`config.mk`:
```
export PLATFORM = sky130hd
export DESIGN_NAME = pmModeCtrl
export DESIGN_NICKNAME = d
export VERILOG_FILES = /design/src/rtl/pm_pkg.sv /design/src/rtl/pmTimer.sv /design/src/rtl/pmDatapath.sv /design/src/rtl/pmControl.sv /design/src/rtl/pmModeCtrl.sv
export SDC_FILE = /design/constraint.sdc
export NUM_CORES = 1
export LEC_CHECK = 0
export BUFFER_PORTS_ARGS = -buffer_cell sky130_fd_sc_hd__buf_2
export CORE_MARGIN = 5
export CORE_UTILIZATION = 35
export DETAILED_ROUTE_END_ITERATION = 8
export GPL_ROUTABILITY_DRIVEN = 0
export PLACE_DENSITY_LB_ADDON = 0.15
export SYNTH_ARGS = -nofsm -noshare
export SYNTH_HDL_FRONTEND = slang
export SYNTH_SLANG_ARGS = --single-unit
export TNS_END_PERCENT = 50
```
`constraint.sdc`:
```
create_clock -name clk -period 2.2 [get_ports clk]
set_clock_uncertainty 0.2 [all_clocks]
set_input_delay 0.55 -clock clk [delete_from_list [all_inputs] [get_ports clk]]
set_output_delay 0.55 -clock clk [all_outputs]
set_load 0.05 [all_outputs]
```
`src/rtl/pm_pkg.sv`:
```
package pm_pkg;
  typedef enum logic [2:0] {
    MODE_NORMAL   = 3'd0,
    MODE_DOZE     = 3'd1,
    MODE_SLEEP    = 3'd2,
    MODE_SUSPEND  = 3'd3,
    MODE_CONSERVE = 3'd4
  } pmMode_e;

  localparam int NUM_EXT    = 6;
  localparam int NUM_TIMERS = 3;
  localparam int TMR_IDLE   = 0;
  localparam int TMR_PERI   = 1;
  localparam int TMR_GP     = 2;

  localparam logic [2:0] ADDR_IDLE = 3'd0;
  localparam logic [2:0] ADDR_PERI = 3'd1;
  localparam logic [2:0] ADDR_GP   = 3'd2;
  localparam logic [2:0] ADDR_MASK = 3'd3;
  localparam logic [2:0] ADDR_CLR  = 3'd4;
  localparam logic [2:0] ADDR_CTRL = 3'd5;

  // strobes from control to datapath
  typedef struct packed {
    logic [NUM_TIMERS-1:0] loadTmr;
    logic                  wrMask;
    logic                  clrStatus;
  } pmStrobe_t;
endpackage

```
`src/rtl/pmTimer.sv`:
```
module pmTimer #(
  parameter int TIMER_W = 16
) (
  input  logic               clk,
  input  logic               rstN,
  input  logic               load,
  input  logic [TIMER_W-1:0] loadVal,
  input  logic [TIMER_W-1:0] reloadVal,
  output logic               expire
);
  logic [TIMER_W-1:0] cnt;

  assign expire = (cnt == TIMER_W'(1)) && !load;

  always_ff @(posedge clk) begin
    if (!rstN)                   cnt <= '0;
    else if (load)               cnt <= loadVal;
    else if (cnt == TIMER_W'(1)) cnt <= reloadVal;
    else if (cnt != '0)          cnt <= cnt - TIMER_W'(1);
  end
endmodule

```
`src/rtl/pmDatapath.sv`:
```
module pmDatapath
  import pm_pkg::*;
#(
  parameter int NUM_A   = 2,
  parameter int NUM_B   = 2,
  parameter int TIMER_W = 16,
  parameter int DATA_W  = 16,
  localparam int STAT_W = NUM_EXT + NUM_B + NUM_TIMERS
) (
  input  logic               clk,
  input  logic               rstN,
  input  pmStrobe_t          strobe,
  input  logic [DATA_W-1:0]  wrData,
  input  logic [NUM_A-1:0]   activityA,
  input  logic [NUM_B-1:0]   activityB,
  input  logic [NUM_EXT-1:0] extEvent,
  output logic               idleExpire,
  output logic [STAT_W-1:0]  status,
  output logic               smi
);
  logic [TIMER_W-1:0]    reloadReg [NUM_TIMERS];
  logic [NUM_TIMERS-1:0] tmrLoad;
  logic [NUM_TIMERS-1:0] tmrExpire;
  logic [STAT_W-1:0]     maskReg;
  logic [STAT_W-1:0]     setVec;
  logic [STAT_W-1:0]     clrVec;

  // wake-class events reload the idle timer, notice-class the peripheral one
  assign tmrLoad[TMR_IDLE] = strobe.loadTmr[TMR_IDLE] | (|activityA);
  assign tmrLoad[TMR_PERI] = strobe.loadTmr[TMR_PERI] | (|activityB);
  assign tmrLoad[TMR_GP]   = strobe.loadTmr[TMR_GP];

  for (genvar t = 0; t < NUM_TIMERS; t++) begin : g_tmr
    logic [TIMER_W-1:0] loadVal;
    assign loadVal = strobe.loadTmr[t] ? wrData[TIMER_W-1:0] : reloadReg[t];

    always_ff @(posedge clk) begin
      if (!rstN)                  reloadReg[t] <= '0;
      else if (strobe.loadTmr[t]) reloadReg[t] <= wrData[TIMER_W-1:0];
    end

    pmTimer #(.TIMER_W(TIMER_W)) u_tmr (
      .clk      (clk),
      .rstN     (rstN),
      .load     (tmrLoad[t]),
      .loadVal  (loadVal),
      .reloadVal(reloadReg[t]),
      .expire   (tmrExpire[t])
    );
  end

  assign idleExpire = tmrExpire[TMR_IDLE];

  assign setVec = {tmrExpire[TMR_IDLE], tmrExpire[TMR_GP], tmrExpire[TMR_PERI],
                   activityB, extEvent};
  assign clrVec = strobe.clrStatus ? wrData[STAT_W-1:0] : '0;

  always_ff @(posedge clk) begin
    if (!rstN) begin
      status  <= '0;
      maskReg <= '0;
    end else begin
      status <= (status & ~clrVec) | setVec;
      if (strobe.wrMask) maskReg <= wrData[STAT_W-1:0];
    end
  end

  assign smi = |(status & maskReg);
endmodule

```
`src/rtl/pmControl.sv`:
```
module pmControl
  import pm_pkg::*;
#(
  parameter int WAKE_DLY      = 4,
  parameter int CONSERVE_DUTY = 4,
  parameter int THR_STEPS     = 8,
  localparam int PH_W = $clog2(THR_STEPS),
  localparam int WK_W = $clog2(WAKE_DLY + 1)
) (
  input  logic          clk,
  input  logic          rstN,
  input  logic          regWrEn,
  input  logic [2:0]    regAddr,
  input  logic [PH_W:0] ctrlData,
  input  logic          activityAny,
  input  logic          idleExpire,
  output pmStrobe_t     strobe,
  output pmMode_e       mode,
  output logic          clkGate,
  output logic          clkStopReq
);
  localparam logic [PH_W:0] CONS_D = PH_W'(CONSERVE_DUTY) | (PH_W + 1)'(0);

  logic            wrCtrl;
  logic            conserveReg;
  logic            conserveNext;
  logic [PH_W-1:0] dutyReg;
  logic [PH_W-1:0] phase;
  logic [WK_W-1:0] wakeCnt;
  pmMode_e         modeNext;

  assign wrCtrl = regWrEn && (regAddr == ADDR_CTRL);

  always_comb begin
    strobe                   = '0;
    strobe.loadTmr[TMR_IDLE] = regWrEn && (regAddr == ADDR_IDLE);
    strobe.loadTmr[TMR_PERI] = regWrEn && (regAddr == ADDR_PERI);
    strobe.loadTmr[TMR_GP]   = regWrEn && (regAddr == ADDR_GP);
    strobe.wrMask            = regWrEn && (regAddr == ADDR_MASK);
    strobe.clrStatus         = regWrEn && (regAddr == ADDR_CLR);
  end

  assign conserveNext = wrCtrl ? ctrlData[PH_W] : conserveReg;

  always_comb begin
    if (conserveNext)               modeNext = MODE_CONSERVE;
    else if (mode == MODE_CONSERVE) modeNext = MODE_NORMAL;
    else if (activityAny)           modeNext = MODE_NORMAL;
    else if (idleExpire)
      modeNext = (mode == MODE_SUSPEND) ? MODE_SUSPEND : pmMode_e'(mode + 3'd1);
    else                            modeNext = mode;
  end

  always_ff @(posedge clk) begin
    if (!rstN) begin
      mode        <= MODE_NORMAL;
      conserveReg <= 1'b0;
      dutyReg     <= '0;
      phase       <= '0;
    end else begin
      mode  <= modeNext;
      phase <= phase + PH_W'(1);
      if (wrCtrl) begin
        conserveReg <= ctrlData[PH_W];
        dutyReg     <= ctrlData[PH_W-1:0];
      end
    end
  end

  // clock stop: set on suspend entry, held for the wake delay after exit
  always_ff @(posedge clk) begin
    if (!rstN) begin
      clkStopReq <= 1'b0;
      wakeCnt    <= '0;
    end else if (modeNext == MODE_SUSPEND) begin
      clkStopReq <= 1'b1;
      wakeCnt    <= '0;
    end else if (mode == MODE_SUSPEND) begin
      wakeCnt <= WK_W'(WAKE_DLY);
    end else if (wakeCnt != '0) begin
      wakeCnt <= wakeCnt - WK_W'(1);
      if (wakeCnt == WK_W'(1)) clkStopReq <= 1'b0;
    end
  end

  always_comb begin
    unique case (mode)
      MODE_DOZE:     clkGate = phase < dutyReg;
      MODE_CONSERVE: clkGate = {1'b0, phase} < CONS_D;
      MODE_SLEEP,
      MODE_SUSPEND:  clkGate = 1'b1;
      default:       clkGate = 1'b0;
    endcase
  end
endmodule

```
`src/rtl/pmModeCtrl.sv`:
```
module pmModeCtrl
  import pm_pkg::*;
#(
  parameter int NUM_A         = 2,
  parameter int NUM_B         = 2,
  parameter int TIMER_W       = 16,
  parameter int DATA_W        = 16,
  parameter int WAKE_DLY      = 4,
  parameter int CONSERVE_DUTY = 4,
  parameter int THR_STEPS     = 8,
  localparam int STAT_W = NUM_EXT + NUM_B + NUM_TIMERS,
  localparam int PH_W   = $clog2(THR_STEPS)
) (
  input  logic              clk,
  input  logic              rstN,
  input  logic [NUM_A-1:0]  activityA,
  input  logic [NUM_B-1:0]  activityB,
  input  logic [5:0]        extEvent,
  input  logic              regWrEn,
  input  logic [2:0]        regAddr,
  input  logic [DATA_W-1:0] regWrData,
  output logic [2:0]        pwrMode,
  output logic              clkGate,
  output logic              clkStopReq,
  output logic              smiOut,
  output logic [STAT_W-1:0] smiStatus
);
  pmStrobe_t strobe;
  pmMode_e   modeQ;
  logic      idleExpire;

  pmControl #(
    .WAKE_DLY(WAKE_DLY), .CONSERVE_DUTY(CONSERVE_DUTY), .THR_STEPS(THR_STEPS)
  ) u_ctl (
    .clk        (clk),
    .rstN       (rstN),
    .regWrEn    (regWrEn),
    .regAddr    (regAddr),
    .ctrlData   (regWrData[PH_W:0]),
    .activityAny(|activityA),
    .idleExpire (idleExpire),
    .strobe     (strobe),
    .mode       (modeQ),
    .clkGate    (clkGate),
    .clkStopReq (clkStopReq)
  );

  pmDatapath #(
    .NUM_A(NUM_A), .NUM_B(NUM_B), .TIMER_W(TIMER_W), .DATA_W(DATA_W)
  ) u_dp (
    .clk       (clk),
    .rstN      (rstN),
    .strobe    (strobe),
    .wrData    (regWrData),
    .activityA (activityA),
    .activityB (activityB),
    .extEvent  (extEvent),
    .idleExpire(idleExpire),
    .status    (smiStatus),
    .smi       (smiOut)
  );

  assign pwrMode = modeQ;
endmodule

```
==> impl_metrics.yaml, run 1 <==
detailed_routing:
  ant_nets: 0
  drtPass1Iterations: 6
  top_layer: "met4"
  via_count: 5757
  viasPerCell: 5.53
  wl_per_cell_um: 18.2
  drt_wl_total_mm: 18.9
  dr_wl_met2_mm: 8.95
  met1Wirelength_mm: 8.73
  drc: 0
  detail_route.iter0.violations: 547
  wl_met3_um: 904
layout:
  final_common_cell: "nand2_1"
  layout_common_cells: "nand2_1 (92), dfxtp_1 (76), buf_4 (64)"
  final_net_count: 843
  syn_to_final_growth_pct: 24.5
  postLayoutCellArea_mm2: 0.00835
  drive_gt1_share_pct: 24.9
  antennaDiodeCount: 0
placement:
  pre_cts_ws_ns: -0.116
  dp_hpwl_mm: 13.2
  port-buffer-count: 48
  place_area_mm2: 0.00763
outcome:
  status: "finished with violations"
  violations: "negative setup slack"
global_route:
  grt_pass1_wl_mm: 30.8
  grt_max_degree: 69
  grt.total_usage_pct: 17.6
  grt_pass1_vias: 5842
  grt.overflow.total: 0
  antenna_found_initial: 0
floorplan:
  die_h_um: 148
  initial_utilization_pct: 35.7
  io_pins: 49
  num_rows: 50
  dieArea_mm2: 0.0220
  die_w_um: 148
  core-area_mm2: 0.0188
logic_synthesis:
  seq_area_frac_synth_pct: 46.5
  yosys.area.top_type: "dfxtp_1"
  synth_seq_cells: 132
  avgSynthCellArea_um2: 9.53
  netlist_instances: 704
  synth.top_cells.by_area: "dfxtp_1 (25%), edfxtp_1 (21%), nand2_1 (5.3%)"
  yosysWarnings: 0
  netlist_area_mm2: 0.00671
  synth_top_area_share_pct: 25.1
  ys.flop_type: "dfxtp_1"
  synthesis.nets: 753
  yosysUniqueCellTypes: 69
  synth-edff-count: 48
  synthArstFlopShare_pct: 0
setup_path:
  cp-end-kind: "output port"
  cp_top_family: "compound AO/OA/AOI/OAI gates"
  critPathLaunchType: "register"
  cp_slowest_stage_delay_ns: 0.34
  critical_path_class: "register to output port"
  cp_slowest_cell: "dfxtp_2"
  cp_max_fo: 2
  arrival_ns: 1.72
  path_cells: "inv_2 -> ha_4 -> a21boi_2 -> o21ai_1 -> nand3b_1 -> a21oi_2 -> buf_6"
  path_buf_inv: 2
  required_ns: 1.45
sta:
  finalHoldViolations: 0
  slew_violations: 0
  rsz0062_at_grt: "yes"
  period_needed_ns: 2.47
  timing.final.ws_setup_ns: -0.271
  finalSetupViolCount: 2
  max_freq_ghz: 0.405
  slew_headroom_pct: 71.3
  fin_crit_sh_pct: 112
  tightest_slew_ns: 0.429
pwr:
  powerDensity_mw_per_mm2: 986
  power.total_mw: 8.24
  ir_drop_v: 0.000554
  p_leak_nw: 3.45
worst_hold_path:
  hold_class: "input pin to register"
clock_network:
  numCtsBuffers: 17
  clock_sinks: 132
  root_buffer: "clkbuf_16"
  cts_tree: "yes"
  clock_path_buffers: 2
  postCtsHoldBufs: 0
  path_clk_slew_ns: 0.06
  cts_max_level: 4
  clock_latency_ns: 0.42
flow_run:
  cap_violations: 0
-- worst paths after layout --
kind | startpoint | to | slack (ns) | cells after the start
worst max-delay path | u_ctl.dutyReg[1] | clkGate | -0.27 | 7
worst min register to register | u_ctl.phase[0] | u_ctl.phase[0] | 0.25 | 1
worst max register to register | u_dp.g_tmr[0].u_tmr.cnt[7] | u_dp.g_tmr[0].u_tmr.cnt[12] | 0.06 | 6
worst min-delay path | extEvent[1] | u_dp.status[1] | 0.14 | 3
-- state kept, by name, summed over array words and instances, names as in the netlist --
signal                count
u_dp.g_tmr.u_tmr.cnt     48
u_ctl.clkStopReq          1
u_dp.status              11
u_ctl.phase               3
u_ctl.conserveReg         1
u_ctl.mode                3
u_ctl.dutyReg             3
u_ctl.wakeCnt             3
u_dp.reloadReg           48
u_dp.maskReg             11
-- synthesized netlist by cell type (3+ instances only) --
master	instances
nor4_2	4
a22oi_1	22
mux2i_1	7
and3_1	53
buf_6	6
buf_2	6
a211oi_1	3
nor2b_1	5
xor2_1	13
o21ai_0	14
nor2_1	52
nor3_1	20
dfxtp_1	84
a222oi_1	14
nand2_1	94
a22o_1	3
clkbuf_1	31
a31oi_1	3
nor4_1	6
edfxtp_1	48
a21oi_2	4
or4_1	3
o31a_1	3
inv_1	15
ha_1	17
nand3b_1	5
nor4_4	7
buf_4	4
a221oi_1	6
nand4_1	15
a21oi_1	50
xnor2_1	17
a32oi_1	3
nor3b_1	5
nand4b_1	6
nand3_1	16
-- layer usage --
| layer | up-vias | global-route usage [%] |
|---|---|---|
| li1 | 2776 | - |
| met1 | 2799 | 23.7 |
| met2 | 159 | 28.4 |
| met3 | 23 | 3.56 |
| met4 | 0 | 5.77 |
| met5 | - | 0 |
-- logic make-up after synthesis --
family,after synthesis,share of synthesized area (%)
AOI/OAI and AO/OA,141,14.3
xor gates and xnor gates,30,3.92
adders and majority gates,17,3.17
buffers and inverters,65,4.66
DFF,132,46.5
muxes,8,1.21
and+or+nand+nor,311,26.2
-- metrics by stage --
| stage | util, % | setup TNS, ns | hold WS, ns | std cells |
|---|---|---|---|---|
| floorplan | - | -0.384 | 0.217 | 704 |
| detailed placement | 40.7 | -1.99 | 0.248 | 1006 |
| finish | 44.5 | -0.273 | 0.139 | 1041 |
| global route | 44.5 | -0.428 | 0.151 | 1041 |
| global placement | 40.7 | -0.185 | 0.230 | 1006 |
| CTS | 44.0 | -0.385 | 0.119 | 1038 |
-- area by class of cell --
type	count	area [um2]
Tap cell	234	293
Clock inverter	6	33.8
Sequential cell	132	3130
Inverter	16	60.1
Fill cell	1813	10400
Clock buffer	26	564
Timing Repair Buffer	120	893
Multi-Input combinational cell	507	3380
-- worst min-delay path: stages --
cell	delay, ns
buf_2	0.07
a21oi_1	0.03
nor2_1	0.07
-- where the power goes --
part / internal [mW] / switching [mW]
registers: 2.83 / 0.280
logic: 1.07 / 1.25
clock network: 1.77 / 1.05
total: 5.66 / 2.58
-- repair_timing --
item / 4_1_cts / 5_1_grt
gates resized for setup: 12 / 19
buffers inserted: 0 / 3
endpoints found under the setup margin: 2 / 26
pin swaps: 3 / 13
Power figures use the tool's default switching activity.
==> run 2: changes to the inputs <==
--- a/config.mk
+++ b/config.mk
@@ -10,7 +10,7 @@
 export CORE_UTILIZATION = 35
 export DETAILED_ROUTE_END_ITERATION = 8
 export GPL_ROUTABILITY_DRIVEN = 0
-export PLACE_DENSITY_LB_ADDON = 0.15
+export PLACE_DENSITY_LB_ADDON = 0.25
 export SYNTH_ARGS = -nofsm -noshare
 export SYNTH_HDL_FRONTEND = slang
 export SYNTH_SLANG_ARGS = --single-unit
==> constraint.sdc (replaced) <==
create_clock -name clk -period 2.7 [get_ports clk]
set_clock_uncertainty 0.2 [all_clocks]
set_input_delay 0.675 -clock clk [delete_from_list [all_inputs] [get_ports clk]]
set_output_delay 0.675 -clock clk [all_outputs]
set_load 0.05 [all_outputs]
==> run 2 against run 1 <==
Net effect:
- the flow now finishes without violations
- global-route usage down 1.2 points
- utilization down 2.4 points
- sequential share of layout area is 2.0 points higher
- final cell count decreased by 3.2%
==> impl_metrics.yaml, run 2 (synthesis gave the netlist of run 1 again) <==
outcome:
  status: "completed"
floorplan:
  die_h_um: 148
  initial_utilization_pct: 35.7
  die_w_um: 148
  core-area_mm2: 0.0188
  io_pins: 49
  num_rows: 50
  dieArea_mm2: 0.0220
sta:
  holdWs_ns: 0.254
  slew_violations: 0
  finalHoldViolations: 0
  slew_headroom_pct: 45.9
  finalSetupViolCount: 0
  rsz0062_at_grt: "yes"
  tightest_slew_ns: 0.808
  period_needed_ns: 2.63
  fin_crit_sh_pct: 97.5
  setup_tns_ns: 0
  timing.final.ws_setup_ns: 0.0679
  max_freq_ghz: 0.380
global_route:
  grt_max_degree: 33
  grt.overflow.total: 0
  grt.total_usage_pct: 16.3
  grt_pass1_wl_mm: 28.6
  antenna_found_initial: 0
  grt_pass1_vias: 5373
flow_run:
  cap_violations: 0
placement:
  dp_cells: 976
  port-buffer-count: 48
  pre_cts_ws_ns: -0.0896
  dp_hpwl_mm: 12.2
worst_hold_path:
  hold_class: "register to register"
  min_from: "u_ctl.phase[0]"
setup_path:
  cp-end-kind: "output port"
  crit_end: "clkGate"
  path_cells: "ha_4 -> a21boi_2 -> o21ai_1 -> nand3b_1 -> a21oi_2 -> buf_6"
  regToRegStartpoint: "u_dp.g_tmr[1].u_tmr.cnt[2]"
  path_depth: 6
  cp_top_family: "compound AO/OA/AOI/OAI gates"
  critPathLaunchType: "register"
  required_ns: 1.82
  arrival_ns: 1.76
  rr_worst_depth: 5
  path_buf_inv: 1
  cp_slowest_cell: "dfxtp_1"
  r2r-end: "u_dp.g_tmr[1].u_tmr.cnt[1]"
  critical_path_class: "register to output port"
  cp_max_fo: 2
  rrSetupSlack_ns: 0.32
  crit_start: "u_ctl.phase[1]"
  cp_slowest_stage_delay_ns: 0.38
layout:
  final_net_count: 810
  layout_common_cells: "nand2_1 (94), dfxtp_1 (83), and3_1 (53)"
  instances_no_fill: 1008
  n_fill_cell: 1813
  final_common_cell: "nand2_1"
  drive_gt1_share_pct: 19.0
  largest_registers: "u_dp.g_tmr.u_tmr.cnt (48), u_dp.reloadReg (48)"
  syn_to_final_growth_pct: 17.9
  antennaDiodeCount: 0
detailed_routing:
  viasPerCell: 5.59
  via_count: 5634
  wl_per_cell_um: 17.7
  drc: 0
  drt_wl_total_mm: 17.8
  ant_nets: 0
  detail_route.iter0.violations: 566
  drtPass1Iterations: 8
pwr:
  powerDensity_mw_per_mm2: 811
  pwr-share-comb_pct: 27.1
  ir_drop_v: 0.000413
  switching_power_mw: 2.02
  p_sw_share_pct: 31.6
  intPower_mw: 4.39
  p_leak_nw: 3.21
  seq_power_share_pct: 39.6
  p_clk_share_pct: 33.4
clock_network:
  postCtsHoldBufs: 0
  cts_tree: "yes"
  clock_path_buffers: 2
  clock_latency_ns: 0.42
  numCtsBuffers: 17
  cts_max_level: 4
  clock_sinks: 132
  path_clk_slew_ns: 0.06
  root_buffer: "clkbuf_16"
## run 2: power groups by stage
| stage | Sequential [mW] | Clock, mW | Combinational [mW] |
|---|---|---|---|
| 6_report | 2.54 | 2.14 | 1.74 |
| 5_1_grt | 2.57 | 2.28 | 1.94 |
| 4_1_cts | 2.53 | 2.18 | 1.73 |
| 3_5_place_dp | 2.57 | 0 | 1.72 |
| 3_3_place_gp | 2.56 | 0 | 1.69 |
| 2_1_floorplan | 2.56 | 0 | 1.24 |
## run 2: worst min-delay path by stage
stage                     endpoint  slack [ns]  cells past startpoint
CTS                 u_dp.status[4]        0.25                      3
global route        u_dp.status[5]        0.27                      3
finish              u_ctl.phase[0]        0.25                      1
detailed placement  u_ctl.phase[0]        0.24                      1
global placement    u_ctl.phase[0]        0.23                      1
floorplan           u_ctl.phase[0]        0.22                      1
## run 2: stage by stage
step | power, mW | utilization [%] | instance area (um2)
floorplan | 3.80 | - | 6710
global placement | 4.25 | 39.0 | 7330
detailed placement | 4.29 | 39.0 | 7330
CTS | 6.45 | 42.0 | 7880
global route | 6.78 | 42.1 | 7910
finish | 6.41 | 42.1 | 7910
## run 2: final cells by class
| class | count | area (um2) | area share [%] |
|---|---|---|---|
| timing repair buffer | 87 | 564 | 7.14 |
| clock buffer | 28 | 528 | 6.68 |
| multi-input combinational | 507 | 3320 | 42.0 |
| clock inverter | 4 | 20.0 | 0.253 |
| tap | 234 | 293 | 3.70 |
| sequential | 132 | 3120 | 39.5 |
| inverter | 16 | 60.1 | 0.759 |
## run 2: layer usage
metal  GRT usage [%]  wire, um  vias up
met2            26.6      8600      184
met3            4.14      1050       25
met4            4.67       250        0
met5               0         0        -
li1                -         -     2710
met1            21.6      7900     2715
## run 2: repair_timing
item | in CTS | in global routing
buffers inserted | 0 | 0
setup endpoints to repair | 1 | 2
pin swaps | 0 | 4
resized for setup | 2 | 7
## run 2: worst register-to-register path: cells and delay by family, from the launching register on
kind,cells,cell delay (ns)
and+or+nand+nor,2,0.99
AOI/OAI and AO/OA,3,0.73
DFF,1,0.37
==> run 3: changes to the inputs <==
--- a/config.mk
+++ b/config.mk
@@ -7,7 +7,8 @@
 export LEC_CHECK = 0
 export BUFFER_PORTS_ARGS = -buffer_cell sky130_fd_sc_hd__buf_2
 export CORE_MARGIN = 5
-export CORE_UTILIZATION = 35
+export CORE_UTILIZATION = 28
+export CTS_CLUSTER_SIZE = 30
 export DETAILED_ROUTE_END_ITERATION = 8
 export GPL_ROUTABILITY_DRIVEN = 0
 export PLACE_DENSITY_LB_ADDON = 0.25
==> run 3 against run 2 <==
Net effect:
- critical path depth up 1
- final cell count up 7.9%
- global-route usage down 1.6 points
- worst hold slack worse by 0.0041 ns
- register-to-register slack better by 0.02 ns
- critical path type unchanged
- largest power group unchanged
==> impl_metrics.yaml, run 3 (synthesis gave the netlist of run 1 again) <==
setup_path:
  crit_start: "u_ctl.dutyReg[1]"
  arrival_ns: 1.75
  required_ns: 1.82
  critPathLaunchType: "register"
  critical_path_class: "register to output port"
  r2r-end: "u_dp.g_tmr[1].u_tmr.cnt[4]"
  cp-end-kind: "output port"
  regToRegStartpoint: "u_dp.g_tmr[1].u_tmr.cnt[0]"
  rrSetupSlack_ns: 0.34
  cp_max_fo: 2
  rr_worst_depth: 7
  crit_end: "clkGate"
sta:
  fin_crit_sh_pct: 97.2
  finalHoldViolations: 0
  tightest_slew_ns: 0.573
  slew_violations: 0
  period_needed_ns: 2.62
  setup_tns_ns: 0
  slew_headroom_pct: 61.7
  finalSetupViolCount: 0
  max_freq_ghz: 0.381
  rsz0062_at_grt: "yes"
global_route:
  grt.overflow.total: 0
  grt.total_usage_pct: 14.7
  grt_max_degree: 70
  antenna_found_initial: 0
  grt_pass1_vias: 5193
  grt_pass1_wl_mm: 30.6
clock_network:
  postCtsHoldBufs: 0
  cts_tree: "yes"
  clock_path_buffers: 2
  cts_max_level: 4
  clock_sinks: 132
  root_buffer: "clkbuf_16"
  numCtsBuffers: 17
  clock_latency_ns: 0.42
  path_clk_slew_ns: 0.06
layout:
  final_common_cell: "nand2_1"
  drive_gt1_share_pct: 19.0
  syn_to_final_growth_pct: 20.1
  final_net_count: 805
  largest_registers: "u_dp.g_tmr.u_tmr.cnt (48), u_dp.reloadReg (48)"
  layout_common_cells: "nand2_1 (94), dfxtp_1 (83), and3_1 (53)"
  antennaDiodeCount: 0
detailed_routing:
  via_count: 5519
  viasPerCell: 5.07
  detail_route.iter0.violations: 439
  drtPass1Iterations: 8
  wl_per_cell_um: 17.8
  ant_nets: 0
  drc: 0
  drt_wl_total_mm: 19.4
floorplan:
  die_h_um: 165
  core-area_mm2: 0.0235
  num_rows: 56
  io_pins: 49
  die_w_um: 165
  dieArea_mm2: 0.0272
  initial_utilization_pct: 28.5
outcome:
  status: "completed"
pwr:
  p_leak_nw: 3.22
  power.total_mw: 6.69
  powerDensity_mw_per_mm2: 830
  ir_drop_v: 0.000424
placement:
  port-buffer-count: 48
  dp_hpwl_mm: 12.9
worst_hold_path:
  min_from: "u_ctl.phase[0]"
  hold_class: "register to register"
  holdPathStages: 1
flow_run:
  cap_violations: 0
## run 3: report_power, final
part,switching [mW],internal [mW]
Sequential,0.225,2.30
Clock,0.907,1.49
Combinational,1.01,0.760
## run 3: critical path: stages, from the launching register on
cell	delay, ns
dfxtp_2	0.33
inv_2	0.04
ha_4	0.21
a21boi_2	0.14
o21ai_1	0.12
nand3b_1	0.13
a21oi_2	0.17
buf_6	0.17
## run 3: layer usage
metal / up-vias / GRT usage [%] / part of all wire [%]
met4: 0 / 3.93 / 1.2
met3: 17 / 2.87 / 4.1
met1: 2678 / 20.4 / 48
met5: - / 0 / 0
met2: 129 / 23.4 / 47
li1: 2695 / - / -
## run 3: through the flow
stage                     area (um2)  hold WS [ns]  worst slack [ns]  utilization (%)  cells
after floorplan                 6710         0.217             0.232                -    704
after global placement          7410         0.236           0.00158             31.5   1056
after detailed placement        7410         0.242           -0.0135             31.5   1056
after CTS                       8030         0.247            0.0175             34.1   1088
after global routing            8060         0.252           -0.0379             34.2   1088
final                           8060         0.250            0.0760             34.2   1088
## run 3: worst min path at each step
| stage | to | slack [ns] |
|---|---|---|
| 2_1_floorplan | u_ctl.phase[0] | 0.22 |
| 3_3_place_gp | u_ctl.phase[0] | 0.24 |
| 3_5_place_dp | u_ctl.phase[0] | 0.24 |
| 4_1_cts | u_dp.status[3] | 0.25 |
| 5_1_grt | u_dp.status[3] | 0.25 |
| 6_report | u_ctl.phase[0] | 0.25 |
## run 3: area by class of cell
type	count	area, um2
clock inverter	9	83.8
clock buffer	23	532
tap	319	399
multi-input combinational	507	3320
fill	2488	15500
inverter	16	60.1
timing repair buffer	82	539
sequential	132	3120
## run 3: repair_timing
action / 4_1_cts / 5_1_grt
pin swaps: 2 / 4
resized for setup: 4 / 6
setup endpoints to repair: 1 / 9
setup buffers: 0 / 0
gates cloned: 0 / 0
